`config.mk`:
```
export PLATFORM = sky130hd
export DESIGN_NAME = tmr_count_top
export DESIGN_NICKNAME = d
export VERILOG_FILES = /design/src/rtl/tmr_count_pkg.sv /design/src/rtl/tmr_addr_dec.sv /design/src/rtl/tmr_count_core.sv /design/src/rtl/tmr_snap_buf.sv /design/src/rtl/tmr_rd_mux.sv /design/src/rtl/tmr_count_top.sv
export SDC_FILE = /design/constraint.sdc
export NUM_CORES = 1
export LEC_CHECK = 0
export BUFFER_PORTS_ARGS = -buffer_cell sky130_fd_sc_hd__buf_2
export CAP_MARGIN = 20
export CORE_ASPECT_RATIO = 1.5
export CORE_MARGIN = 1
export CORE_UTILIZATION = 58
export CTS_BUF_LIST = sky130_fd_sc_hd__clkbuf_4
export DETAILED_ROUTE_END_ITERATION = 16
export HOLD_SLACK_MARGIN = 0.03
export PLACE_DENSITY = 0.85
export SETUP_SLACK_MARGIN = 0.4
export SYNTH_ARGS = -nofsm -noshare
export SYNTH_HDL_FRONTEND = slang
export SYNTH_SLANG_ARGS = --single-unit
```
`constraint.sdc`:
```
create_clock -name clk -period 4.7 [get_ports clk]
set_input_delay 1.175 -clock clk [delete_from_list [all_inputs] [get_ports clk]]
set_output_delay 1.175 -clock clk [all_outputs]
set_load 0.05 [all_outputs]
```
`src/rtl/tmr_count_pkg.sv`:
```
package tmr_count_pkg;

    localparam int BYTE_W = 8;
    localparam int NBYTES = 2;
    localparam int CNT_W  = BYTE_W * NBYTES;

    typedef enum logic [1:0] {
        SEL_NONE = 2'd0,
        SEL_HI   = 2'd1,
        SEL_LO   = 2'd2
    } byte_sel_e;

    typedef struct packed {
        logic              rd;
        logic              wr;
        byte_sel_e         sel;
        logic [BYTE_W-1:0] wdata;
    } bus_req_t;

    function automatic byte_sel_e decode_sel(input logic [7:0] addr,
                                             input logic [7:0] hi_ofs,
                                             input logic [7:0] lo_ofs);
        if (addr == hi_ofs)      return SEL_HI;
        else if (addr == lo_ofs) return SEL_LO;
        else                     return SEL_NONE;
    endfunction

endpackage

```
`src/rtl/tmr_addr_dec.sv`:
```
module tmr_addr_dec
    import tmr_count_pkg::*;
#(
    parameter int ADDR_W = 8,
    parameter logic [ADDR_W-1:0] HI_OFS = 8'h0E,
    parameter logic [ADDR_W-1:0] LO_OFS = 8'h0F
) (
    input  logic [ADDR_W-1:0] bus_addr,
    input  logic              rd_stb,
    input  logic              wr_stb,
    input  logic [BYTE_W-1:0] wr_data,
    input  logic              test_mode,
    output bus_req_t          req,
    output logic [NBYTES-1:0] ld_mask
);
    localparam logic [7:0] HI8 = 8'(HI_OFS);
    localparam logic [7:0] LO8 = 8'(LO_OFS);

    always_comb begin
        req.rd    = rd_stb;
        req.wr    = wr_stb;
        req.sel   = decode_sel(8'(bus_addr), HI8, LO8);
        req.wdata = wr_data;
    end

    always_comb begin
        ld_mask    = '0;
        ld_mask[1] = wr_stb && test_mode && (req.sel == SEL_HI);
        ld_mask[0] = wr_stb && test_mode && (req.sel == SEL_LO);
    end
endmodule

```
`src/rtl/tmr_count_core.sv`:
```
module tmr_count_core
    import tmr_count_pkg::*;
(
    input  logic              clk,
    input  logic              rst,
    input  logic              tick_en,
    input  logic [NBYTES-1:0] ld_mask,
    input  logic [BYTE_W-1:0] ld_byte,
    output logic [CNT_W-1:0]  cnt,
    output logic              ovf
);
    logic [CNT_W-1:0] cnt_nxt;
    logic             wrap;
    logic             any_ld;

    assign any_ld = |ld_mask;
    assign wrap   = tick_en && !any_ld && (cnt == '1);

    always_comb begin
        cnt_nxt = cnt;
        if (any_ld) begin
            for (int b = 0; b < NBYTES; b++) begin
                if (ld_mask[b]) cnt_nxt[b*BYTE_W +: BYTE_W] = ld_byte;
            end
        end else if (tick_en) begin
            cnt_nxt = cnt + CNT_W'(1);
        end
    end

    always_ff @(posedge clk) begin
        if (rst) begin
            cnt <= '0;
            ovf <= 1'b0;
        end else begin
            cnt <= cnt_nxt;
            ovf <= wrap;
        end
    end


    cnt_step_chk: assert property (@(posedge clk) disable iff (rst)
        (tick_en && !any_ld) |=> (cnt == $past(cnt) + CNT_W'(1)));


    cnt_hold_chk: assert property (@(posedge clk) disable iff (rst)
        (!tick_en && !any_ld) |=> $stable(cnt));


    ovf_zero_chk: assert property (@(posedge clk) disable iff (rst)
        ovf |-> (cnt == '0));


    ovf_single_chk: assert property (@(posedge clk) disable iff (rst)
        ovf |=> !ovf);

    generate
        for (genvar g = 0; g < NBYTES; g++) begin : g_lane

            lane_load_chk: assert property (@(posedge clk) disable iff (rst)
                ld_mask[g] |=> (cnt[g*BYTE_W +: BYTE_W] == $past(ld_byte)));
        end
    endgenerate
endmodule

```
`src/rtl/tmr_snap_buf.sv`:
```
module tmr_snap_buf
    import tmr_count_pkg::*;
(
    input  logic              clk,
    input  logic              rst,
    input  logic              hi_rd,
    input  logic [BYTE_W-1:0] lo_live,
    output logic              snap_v,
    output logic [BYTE_W-1:0] snap_byte
);
    always_ff @(posedge clk) begin
        if (rst) begin
            snap_v    <= 1'b0;
            snap_byte <= '0;
        end else begin
            snap_v <= hi_rd;
            if (hi_rd) snap_byte <= lo_live;
        end
    end


    snap_capture_chk: assert property (@(posedge clk) disable iff (rst)
        hi_rd |=> (snap_v && snap_byte == $past(lo_live)));


    snap_expire_chk: assert property (@(posedge clk) disable iff (rst)
        !hi_rd |=> !snap_v);
endmodule

```
`src/rtl/tmr_rd_mux.sv`:
```
module tmr_rd_mux
    import tmr_count_pkg::*;
(
    input  bus_req_t          req,
    input  logic [CNT_W-1:0]  cnt,
    input  logic              snap_v,
    input  logic [BYTE_W-1:0] snap_byte,
    output logic [BYTE_W-1:0] rd_data
);
    always_comb begin
        rd_data = '0;
        if (req.rd) begin
            unique case (req.sel)
                SEL_HI:  rd_data = cnt[CNT_W-1 -: BYTE_W];
                SEL_LO:  rd_data = snap_v ? snap_byte : cnt[BYTE_W-1:0];
                default: rd_data = '0;
            endcase
        end
    end
endmodule

```
`src/rtl/tmr_count_top.sv`:
```
module tmr_count_top
    import tmr_count_pkg::*;
#(
    parameter int ADDR_W = 8,
    parameter logic [ADDR_W-1:0] HI_OFS = 8'h0E,
    parameter logic [ADDR_W-1:0] LO_OFS = 8'h0F
) (
    input  logic              clk,
    input  logic              rst,
    input  logic              tick_en,
    input  logic [ADDR_W-1:0] bus_addr,
    input  logic              rd_stb,
    input  logic              wr_stb,
    input  logic [BYTE_W-1:0] wr_data,
    input  logic              test_mode,
    output logic [BYTE_W-1:0] rd_data,
    output logic [CNT_W-1:0]  cnt_val,
    output logic              ovf_pulse
);
    bus_req_t          req;
    logic [NBYTES-1:0] ld_mask;
    logic              snap_v;
    logic [BYTE_W-1:0] snap_byte;
    logic              hi_rd;

    tmr_addr_dec #(.ADDR_W(ADDR_W), .HI_OFS(HI_OFS), .LO_OFS(LO_OFS)) dec_i (
        .bus_addr (bus_addr),
        .rd_stb   (rd_stb),
        .wr_stb   (wr_stb),
        .wr_data  (wr_data),
        .test_mode(test_mode),
        .req      (req),
        .ld_mask  (ld_mask)
    );

    tmr_count_core core_i (
        .clk    (clk),
        .rst    (rst),
        .tick_en(tick_en),
        .ld_mask(ld_mask),
        .ld_byte(req.wdata),
        .cnt    (cnt_val),
        .ovf    (ovf_pulse)
    );

    assign hi_rd = req.rd && (req.sel == SEL_HI);

    tmr_snap_buf snap_i (
        .clk      (clk),
        .rst      (rst),
        .hi_rd    (hi_rd),
        .lo_live  (cnt_val[BYTE_W-1:0]),
        .snap_v   (snap_v),
        .snap_byte(snap_byte)
    );

    tmr_rd_mux mux_i (
        .req      (req),
        .cnt      (cnt_val),
        .snap_v   (snap_v),
        .snap_byte(snap_byte),
        .rd_data  (rd_data)
    );


    idle_rd_chk: assert property (@(posedge clk) disable iff (rst)
        !rd_stb |-> (rd_data == '0));


    locked_wr_chk: assert property (@(posedge clk) disable iff (rst)
        (wr_stb && !test_mode && !tick_en) |=> $stable(cnt_val));
endmodule

```
After elaboration in Yosys (flattened, before gate mapping). Index checks and enable logic that the tools add are counted.

Output and inout port bits: 25. RAM bits: 0. Input port bits: 22. Memory bits (read-only): 0. Memories: 0. Bits in latches: 0. Register bits: 26. Word-level logic and storage cells: 33.

Reductions and logical operators: 11. Multipliers: 0. Equal/unequal tests: 7. Shift operators: 0. Order comparisons: 0. Div/mod/pow operators: 0. Muxes and demuxes: 9. Bitwise gates (word level): 0. $add $sub $neg: 1.

Operators with widths (number): $mux 16 (2); $mux 8 (4); $add 16x1->16 const B (1); $eq 16x16->1 const B (1); $eq 8x4->1 const B (2); $pmux 8 s2 (1); $logic_and 1x1->1 (6); $mux 2 (2); $ne 2x1->1 const B (2); $reduce_and 2->1 (2); $eq 2x1->1 const B (1); $eq 2x2->1 const B (1); $reduce_bool 2->1 (1); $reduce_or 2->1 (1); $logic_not 1->1 (1).

Depth between registers and ports, before layout.
Depth in word-level cells: 9. Depth in mapped cells: 6. Gate-level depth less buffers: 5.

Cells and area by module. A second synthesis with hierarchy kept.

Cell total of the unflattened synthesis: 202. Area total of the unflattened synthesis: 1705.4 µm².

Modules (own cells, without submodules): tmr_count_core (area each 1034.7 µm², times used 1, sequential area each 340.3 µm², cells an instance 131); tmr_snap_buf (area each 312.8 µm², times used 1, sequential area each 180.2 µm², cells an instance 28); tmr_rd_mux (area each 221.5 µm², times used 1, sequential area each 0.0 µm², cells an instance 24); tmr_addr_dec (area each 127.6 µm², times used 1, sequential area each 0.0 µm², cells an instance 18); tmr_count_top (area each 8.8 µm², times used 1, sequential area each 0.0 µm², cells an instance 1).

Least setup slack after synthesis. Ideal clock, no wire load.

Path kind: in2out. Start point: input port bus_addr[7]. End point: output port rd_data[0]. Required time: 3525 ps. Stages: 4. Path buffers: 1. Arrival: 3282 ps. Path slack: 243 ps. Cells stage by stage: nor4_2 > nand3_1 > clkbuf_1 > a211oi_1.

Word-level cells in the longest chain between the ends: 6. Elaborated cells between the ends (all ways): 8. Those cells by class: eq/ne (4); mux (4).

RTL lines: start, declared (line tmr_count_top.sv:11) `input logic [ADDR_W-1:0] bus_addr,`; $eq 8x4->1 (line tmr_count_pkg.sv:24) `else if (addr == lo_ofs) return SEL_LO;`; $mux 2 (line tmr_count_pkg.sv:24); $mux 2 * (line tmr_count_pkg.sv:23) `if (addr == hi_ofs) return SEL_HI;`; $eq 2x2->1 or $eq 2x1->1 (tied branches) (line tmr_rd_mux.sv:13) `unique case (req.sel)`; $pmux 8 s2 * (line tmr_rd_mux.sv:13); $mux 8 * (line tmr_rd_mux.sv:12) `if (req.rd) begin`; end, declared (line tmr_count_top.sv:16) `output logic [BYTE_W-1:0] rd_data,`.

Every way passes the cells marked *; elsewhere a longest branch is shown, timed or not.

Final worst setup path.
Start point: input port bus_addr[7]. End point: output port rd_data[5].

Same word-level chain as after synthesis.

==> results.txt <==
* Largest stage delay on the critical path: around 0.55 ns
* Overall via count from detail_route: 1831
- In this run the static leakage power is about 0.65 nW.
- Across the VDD grid, the largest voltage drop is between 0.15 and 0.2 mV.
- The synthesized design contains 0 enable-type register cells.
- Area of the placeable core: around 2700 um2
- The number of hold buffers added after CTS was 0.
* Antenna Nets Post-Route: 0
- Weighted congestion reported at the end of routability-driven placement: approximately 0.88
- Via count of the first global-routing pass: 1564
- Least-Margin Pin Slew: roughly 0.8 ns
- Synthesis inferred 26 register bits.
- The first TritonRoute pass finished after 4 iterations.
* Predominant post-synthesis flop cell: sky130_fd_sc_hd__dfxtp_1
- Total number of placement rows: 23
- Mean instance size in the synthesized netlist: around 8 um2
* Tmin final: roughly 3.9 ns
* Top fanout value on the critical path: 17
- In the final layout, the share of cells above drive strength 1 is 0.2327.
* Clk pin slew, worst setup/hold paths: about 0.14 ns
* Worst Hold Margin: around 0.48 ns
* Register-to-register path setup slack: between 2 and 3 ns
- Grouping stages by cell kind, the critical path spends the most delay in simple AND/OR/NAND/NOR gates.
- Worst setup slack before clock tree synthesis: 0.8423 ns
* Max Transition Viols Final: 0
* Horizontal extent of the die: approximately 46 um
- Area fraction of the dominant cell type after synthesis: 0.3128
* # resized after CTS: 0
- Post-Route Skew: 0.01083 ns
- In the routed layout, each cell is associated on average with a via count of around 6.5.
- For the final routed database, the setup TNS stands at 0 ns.
- Dividing the detail-routed wire length by the instance count gives around 16 um.
- Number of antenna violations at the first check in global routing: 0
- Sequential element share of the synthesized area: 0.3128
- Sink Count: 26
* Tcrit/Tclk final: 0.8222
- Synthesis instantiated 45 different standard cells from the library.
- Starting density of the core: 0.6152
* Number of nets in the synthesized netlist: ~240
* Worst path required time: 3.52 ns
- Final Worst Setup Slack: between 0.8 and 0.9 ns
* Wire length of the first global-routing pass: 7.176 mm
* Count of boundary I/O pins: 47
* Aggregate global-route resource usage: 0.3171
- Nets: between 200 and 300
- Setup violations remaining at the end of the flow were counted as 0.
- Synthesis handed over a netlist of approximately 210 instances.
- During synthesis, Yosys emitted a total of 0 warnings.
- By count the netlist is led by 26 x sky130_fd_sc_hd__dfxtp_1, 19 x sky130_fd_sc_hd__nand2_1, 14 x sky130_fd_sc_hd__a21oi_1.
- Unrepaired setup endpoints after global routing: no
- Clock insertion delay at the later pin of the skew report: ~0.33 ns
- The floorplan step set the die height to 67.61 um.
- Count leader, synth: sky130_fd_sc_hd__dfxtp_1
- Worst endpoint data arrival time: between 2 and 3 ns
* Detailed-placement wirelength estimate: ~3.4 mm
* Outcome: finished clean
* Total clock buffers created by CTS: 3
- Across the run, the number of max-cap violations was 0.
- Global routing finished with a remaining overflow of 0.
* Pin count of the biggest net entering global routing: 32
- Type of the setup path with the least slack: input port to output pin
* Setup repair bufs after CTS: 0
* Worst min path class: flip-flop to flip-flop
- H-tree depth reported by CTS: 1
- Worst rel slew slack: 0.4603
* Count of final hold-check violations: 0
- Nature of the critical path endpoint: output pin
- The critical path contains buffers and inverters numbering 3 combined.
- Clk Tree Root Cell: sky130_fd_sc_hd__clkbuf_4
- The signal on the critical path passes through buf_2 -> nor4_2 -> nand3_1 -> buf_4 -> a211oi_1 -> buf_2.
- Number of remaining DRC errors: 0
* Top achievable clock speed: around 260 MHz
- The first routing iteration left between 70 and 80 violations.
- Cell with the biggest individual delay on the critical path: sky130_fd_sc_hd__nor4_2
* Area of the mapped netlist: between 1500 and 2000 um2
- Number of buffers between clock root and the deepest sink: 2
- TritonCTS built the clock tree.
- Number of buffers inserted by port buffering: 46
- In the post-synthesis netlist, the biggest area contributors are sky130_fd_sc_hd__dfxtp_1 31%, sky130_fd_sc_hd__mux2i_1 4.8%, sky130_fd_sc_hd__a211oi_1 4.5%.
* Area of the die: between 3000 and 4000 um2
- Antenna diodes: 0
- Yosys top cell by area: sky130_fd_sc_hd__dfxtp_1
* Crit path top cell by count: sky130_fd_sc_hd__buf_2
- Power spread over the standard cell area amounts to 192.7 nW/um2.
- Synth-to-Final Area Change: 13.91%
* Asr flop ratio synth: 0
- Element type at the critical path start: input port
- The final layout contains routed wiring with a total length of 4.586 mm.
layer usage:
layer	global-route usage	share of wire
met5	0	0
met4	0.1066	0.017
met3	0.02406	0.067
met2	0.5714	0.52
met1	0.3827	0.40
worst register-to-register path, cell delays in order, from the launching register on:
cell and delay [ns]:
sky130_fd_sc_hd__dfxtp_1 0.54, sky130_fd_sc_hd__nand3_1 0.27, sky130_fd_sc_hd__or3_1 0.52, sky130_fd_sc_hd__or4_1 0.49
sky130_fd_sc_hd__a31oi_1 0.16
sequential cells by signal, indices dropped and copies added (netlist names):
signal	count
core_i.cnt	16
snap_i.snap_byte	8
core_i.ovf	1
snap_i.snap_v	1
logic make-up (layout without fill, tap and decap cells):
family | count (synthesis) | in the layout | synth area share
buffers and inverters | 22 | 55 | 0.05638
flip-flops | 26 | 26 | 0.3128
XOR/XNOR | 1 | 1 | 0.005264
adder cells (fa/ha/maj) | 1 | 1 | 0.007518
AO/OA/AOI/OAI | 67 | 67 | 0.2654
multiplexers | 8 | 8 | 0.04812
AND/OR/NAND/NOR | 87 | 87 | 0.3045
area by class of cell:
cell class,instances,area (um2)
repair buffers,47,237.7
fillers,259,809.5
inverters,5,18.77
well taps,37,46.29
multi-input cells,164,1050
flip-flops and latches,26,520.5
clock buffers,3,22.52
through the flow:
step	power, W	cells	area [um2]	util
final	0.0003653	282	1896	0.7007
after global routing	0.0003787	282	1896	0.7007
after CTS	0.0003644	282	1896	0.7007
after detailed placement	0.0002742	279	1873	0.6924
after global placement	0.0002737	279	1873	0.6924
after floorplan	0.0002571	212	1664	-
where the power goes:
part	switching [W]	leakage, nW	total (W)	internal, W
clock	0.0000652	0.0138	0.0000954	0.0000302
combinational	0.0000299	0.425	0.0000443	0.0000144
sequential	0.00000360	0.210	0.000226	0.000222
final timing paths:
| path | start | to | depth (start not counted) |
|---|---|---|---|
| setup / recovery | bus_addr[7] | rd_data[5] | 6 |
| hold / removal | snap_i.snap_byte[7] | snap_i.snap_byte[7] | 2 |
| setup reg to reg | core_i.cnt[3] | core_i.cnt[15] | 4 |
| hold reg to reg | snap_i.snap_byte[7] | snap_i.snap_byte[7] | 2 |
layout by cell type (no fill, tap or decap), drive strengths merged, types with 3 or more instances in the layout:
cell,n
buf,47
dfxtp,26
nand2,19
a21oi,14
o21ai,13
nand3,12
nor2,11
a31oi,11
a211oi,10
mux2i,8
nor3,8
or4,6
nand4,5
inv,5
nor4,5
and4,4
and3,3
a22oi,3
nand4b,3
or3,3
o311ai,3
clkbuf,3
(Power assumes the default switching activity.)
